===== config.mk =====
export PLATFORM = sky130hd
export DESIGN_NAME = sbt_rules
export DESIGN_NICKNAME = d
export VERILOG_FILES = /design/src/rtl/sbt_pkg.sv /design/src/rtl/sbt_rules.sv
export SDC_FILE = /design/constraint.sdc
export NUM_CORES = 1
export LEC_CHECK = 0
export BUFFER_PORTS_ARGS = -buffer_cell sky130_fd_sc_hd__buf_4
export CAP_MARGIN = 20
export CORE_AREA = 5 5 42 44
export DETAILED_ROUTE_END_ITERATION = 10
export DIE_AREA = 0 0 47 49
export PLACE_DENSITY_LB_ADDON = 0.15
export RECOVER_POWER = 25
export SYNTH_ARGS = -nofsm -noshare
export SYNTH_HDL_FRONTEND = slang
export SYNTH_SLANG_ARGS = --single-unit
export TNS_END_PERCENT = 50

===== constraint.sdc =====
create_clock -name vclk -period 3.18
set_clock_uncertainty 0.1 [all_clocks]
set_input_delay 0.477 -clock vclk [all_inputs]
set_output_delay 0.477 -clock vclk [all_outputs]
set_load 0.02 [all_outputs]

===== src/rtl/sbt_pkg.sv =====
package sbt_pkg;
  typedef enum logic [2:0] {
    CMD_NOP = 3'd0,
    CMD_ACT = 3'd1,
    CMD_RD  = 3'd2,
    CMD_WR  = 3'd3,
    CMD_RDA = 3'd4,
    CMD_WRA = 3'd5,
    CMD_PRE = 3'd6,
    CMD_RSV = 3'd7
  } sbt_cmd_e;

  localparam int unsigned V_RP     = 0;
  localparam int unsigned V_RRD    = 1;
  localparam int unsigned V_RASMIN = 2;
  localparam int unsigned V_RASMAX = 3;
  localparam int unsigned V_RCD    = 4;
  localparam int unsigned V_STATE  = 5;
  localparam int unsigned V_NUM    = 6;
  localparam int unsigned N_BANKS  = 2;
endpackage


===== src/rtl/sbt_rules.sv =====
module sbt_rules
  import sbt_pkg::*;
#(
  parameter int unsigned W         = 5,
  parameter int unsigned T_RP      = 3,
  parameter int unsigned T_RRD     = 2,
  parameter int unsigned T_RAS_MIN = 6,
  parameter int unsigned T_RAS_MAX = 20,
  parameter int unsigned T_RCD     = 3
) (
  input  logic [2:0]                 cmd_i,
  input  logic                       bank_i,
  input  logic [N_BANKS-1:0]         active_i,
  input  logic [N_BANKS-1:0][W-1:0]  since_act_i,
  input  logic [N_BANKS-1:0][W-1:0]  since_pre_i,
  output logic [V_NUM-1:0]           viol_o,
  output logic                       ok_o,
  output logic [N_BANKS-1:0]         open_o,
  output logic [N_BANKS-1:0]         close_o
);
  localparam logic [W-1:0] RP_C     = W'(T_RP);
  localparam logic [W-1:0] RRD_C    = W'(T_RRD);
  localparam logic [W-1:0] RASMIN_C = W'(T_RAS_MIN);
  localparam logic [W-1:0] RASMAX_C = W'(T_RAS_MAX);
  localparam logic [W-1:0] RCD_C    = W'(T_RCD);

  sbt_cmd_e cmd;
  logic     sel, oth;
  logic     is_act, is_rw, is_auto, is_pre;
  logic     sel_act;
  logic [N_BANKS-1:0] late;

  assign cmd     = sbt_cmd_e'(cmd_i);
  assign sel     = bank_i;
  assign oth     = ~bank_i;
  assign sel_act = active_i[sel];
  assign is_act  = (cmd == CMD_ACT);
  assign is_auto = (cmd == CMD_RDA) || (cmd == CMD_WRA);
  assign is_rw   = (cmd == CMD_RD) || (cmd == CMD_WR) || is_auto;
  assign is_pre  = (cmd == CMD_PRE);

  // Open-too-long detection per bank.
  for (genvar b = 0; b < N_BANKS; b++) begin : g_late
    assign late[b] = active_i[b] && (since_act_i[b] > RASMAX_C);
  end

  always_comb begin
    viol_o           = '0;
    viol_o[V_STATE]  = (is_act && sel_act) || (is_rw && !sel_act);
    viol_o[V_RP]     = is_act && !sel_act && (since_pre_i[sel] < RP_C);
    viol_o[V_RRD]    = is_act && !sel_act && (since_act_i[oth] < RRD_C);
    viol_o[V_RCD]    = is_rw && sel_act && (since_act_i[sel] < RCD_C);
    viol_o[V_RASMIN] = is_pre && sel_act && (since_act_i[sel] < RASMIN_C);
    viol_o[V_RASMAX] = |late;
  end

  // The open-too-long flag is about state, not about the present command.
  assign ok_o = !(viol_o[V_STATE] | viol_o[V_RP] | viol_o[V_RRD] |
                  viol_o[V_RCD] | viol_o[V_RASMIN]);

  for (genvar b = 0; b < N_BANKS; b++) begin : g_accept
    assign open_o[b]  = ok_o && is_act && (sel == b[0]);
    assign close_o[b] = ok_o && (is_pre || is_auto) && (sel == b[0]) && active_i[b];
  end
endmodule


==> run summary <==
The global router's overall resource usage is between 10% and 20%. For this configuration, the core starts out at a cell density of 22.9%. The post-detailed-route DRC marker count came out at 0. The sum of negative setup slack came out at 0 ns. The total of buffers placed on input and output ports came out at 37. The cell type with the largest total area after synthesis is sky130_fd_sc_hd__nand2_1. The fraction of post-synthesis cell area in the top cell type by area came out at 10.5%. The initial antenna violation count came out at 0.

The share of total power in combinational logic is 100.0%. In this run the worst path has a maximum fanout of 13. The mean post-synth cell area is 6.43 um2. The hold-fix buffer count after cts is 0.

The worst endpoint required time is 2.60 ns. The netlist area before placement is 322 um2. The share of synthesized area occupied by flip-flops and latches is 0%.

The fraction of power consumed by sequential logic is 0%. For this design the total switching power over the nets is about 0.036 mW. The count of different cell masters after synthesis is 24.

Setup repair after global routing left no endpoint under its margin. The via count of the first global-routing pass is 497. For this run, the post-layout net count is 115.

In the post-synthesis netlist, the biggest area contributors are sky130_fd_sc_hd__nand2_1 11%, sky130_fd_sc_hd__nor4_1 9.7%, sky130_fd_sc_hd__o211ai_1 9.3%. The number of max-slew violations in the final report came to 0. The share of power burned in the clock network came out at 0%.

The number of detailed-routing iterations run before antenna repair is 4. The number of setup violations in the final report came out at 0. The average routed wire per standard cell came out at roughly 12 um. The number of maximum-capacitance constraint violations came out at 0. The synthesized net count is 77. The analysis attributes to cell leakage a power of 0.286 nW. The cell count after synthesis came out at 50.

The type of the setup path with the least slack is input pin to output port. The flow ran to the end, and the final reports show no timing, DRC or antenna violations. The layout cell share with drive strength beyond 1 is 44.2%.

The final global-route overflow total is 0. The die width is 47 um. Summed over all nets, the half-perimeter wirelength after detailed placement is 1110 um. The diode insertion count for antenna repair is 0.

The sequential cell count is 0. The internal power came out at 0.0415 mW. The setup fix buffers added after clock tree synthesis is 0. The fraction of the cycle the final worst path needs is 78.6%.

Relative to the synthesized area, the layout overhead comes to 86.8%. The standard cell core area came out at 1400 um2. The total power came out at 0.0770 mW. In the final layout, the multi-input gates occupy 295 um2.

The weighted congestion at the end of routability-driven global placement is about 0.74. For this run, the number of Yosys warnings is 0. Net switching is between 40% and 50% of the power. The final hold violation count is 0. By count the netlist is led by 9 x sky130_fd_sc_hd__nand2_1, 6 x sky130_fd_sc_hd__nor2_1, 5 x sky130_fd_sc_hd__nor4_1, 4 x sky130_fd_sc_hd__nor3_1, 4 x sky130_fd_sc_hd__o211ai_1. The global-route wire length before repair is 2060 um. The end point of the worst hold path is viol_o[3]. The die area came out at 2300 um2. The vias per cell is 4.89. The startpoint identified for the worst hold timing path is since_act_i[9].

STA classifies the critical path endpoint as an output port. The filler-free cell count of the finished design is 102. The remaining antenna violation count came out at 0.

Entering global routing, the biggest net connects 14 pins. Among all cell types in the netlist, the one instantiated most often is sky130_fd_sc_hd__nand2_1. The worst vdd rail ir drop came out at 0.0534 mV.

The worst slew margin relative to its limit is between 50 and 60%. At the worst endpoint, the arrival time is approximately 1.9 ns. In this run the vertical extent of the chip is 49 um.

The DRC marker count from the first detailed-route iteration is 2. For the pin with the worst max-slew slack, the measured transition is 0.604 ns. The fill cell instance count of the final layout is 158. The number of placed cells counting well taps is about 100. The worst hold path belongs to the class input pin to output port. The areal power density over the cells came out at 128 nW/um2.

Across the whole layout, storage elements account for 0 um2. The count of pins on the block boundary is 37. The maximum operating frequency came out at 400 MHz. STA classifies the critical path startpoint as an input pin.

The number of placement rows came out at 14. In this run, post-CTS repair resized a total of 0 instances. The overall via count from detail_route is approximately 500. The worst hold path passes through 4 cells. Wires add up to about 1200 um. The shortest clock period the worst path allows after layout is ~2.5 ns. The clock buffers instantiated in the layout total 0.
## cells in the final DEF, fill, tap and decap left out, types with 2 or more instances in the layout
cell type                  Yosys  layout
sky130_fd_sc_hd__buf_4         1      36
sky130_fd_sc_hd__nand2_1       9       9
sky130_fd_sc_hd__nor2_1        6       6
sky130_fd_sc_hd__nor4_1        5       5
sky130_fd_sc_hd__nor3_1        4       4
sky130_fd_sc_hd__o211ai_1      4       4
sky130_fd_sc_hd__inv_1         3       3
sky130_fd_sc_hd__mux2i_1       2       2
## worst max-delay path by stage
| stage | startpoint | end | slack, ns | cells past startpoint |
|---|---|---|---|---|
| 2_1_floorplan | cmd_i[1] | open_o[0] | 0.56 | 6 |
| 3_3_place_gp | bank_i | open_o[1] | 0.72 | 6 |
| 3_5_place_dp | bank_i | open_o[1] | 0.67 | 6 |
| 4_1_cts | bank_i | open_o[1] | 0.68 | 6 |
| 5_1_grt | bank_i | close_o[0] | 0.60 | 6 |
| 6_report | bank_i | open_o[1] | 0.68 | 6 |
## area by class of cell
cell class                 instances  share of cell area [%]
tap                               16                    3.33
timing repair buffer              37                    45.6
multi-input combinational         46                    49.2
inverter                           3                    1.88
## metal layers
layer,GRT usage (%),wire length [um]
met5,0,0
met4,0,0
met3,1.48,78
met2,19.7,664
met1,14.1,464
## critical path, cell delays in order
cell	delay, ns
sky130_fd_sc_hd__buf_4	0.16
sky130_fd_sc_hd__mux2i_1	0.28
sky130_fd_sc_hd__mux2_4	0.33
sky130_fd_sc_hd__o21bai_4	0.19
sky130_fd_sc_hd__nor4_1	0.29
sky130_fd_sc_hd__buf_4	0.19
## power by group through the flow
| stage | clock (mW) | combinational [mW] | sequential [mW] |
|---|---|---|---|
| after floorplan | 0 | 0.0368 | 0 |
| after global placement | 0 | 0.0791 | 0 |
| after detailed placement | 0 | 0.0796 | 0 |
| after CTS | 0 | 0.0796 | 0 |
| after global routing | 0 | 0.0847 | 0 |
| final | 0 | 0.0770 | 0 |
## per-stage QoR
stage                     area [um2]  utilization (%)  worst slack [ns]  hold slack [ns]
after floorplan                  322                -             0.562             1.03
after global placement           612             43.7             0.722             1.21
after detailed placement         612             43.7             0.672             1.21
after CTS                        612             43.7             0.679             1.21
after global routing             601             42.9             0.604             1.30
final                            601             42.9             0.680             1.25
## kinds of logic after synthesis
kind of cell / after synthesis / share of synthesized area [%]
and+or+nand+nor: 30 / 46.7
AOI/OAI and AO/OA: 12 / 32.7
buffers and inverters: 4 / 5.84
muxes: 3 / 10.9
adders and majority gates: 1 / 3.89
(Power assumes the default switching activity.)
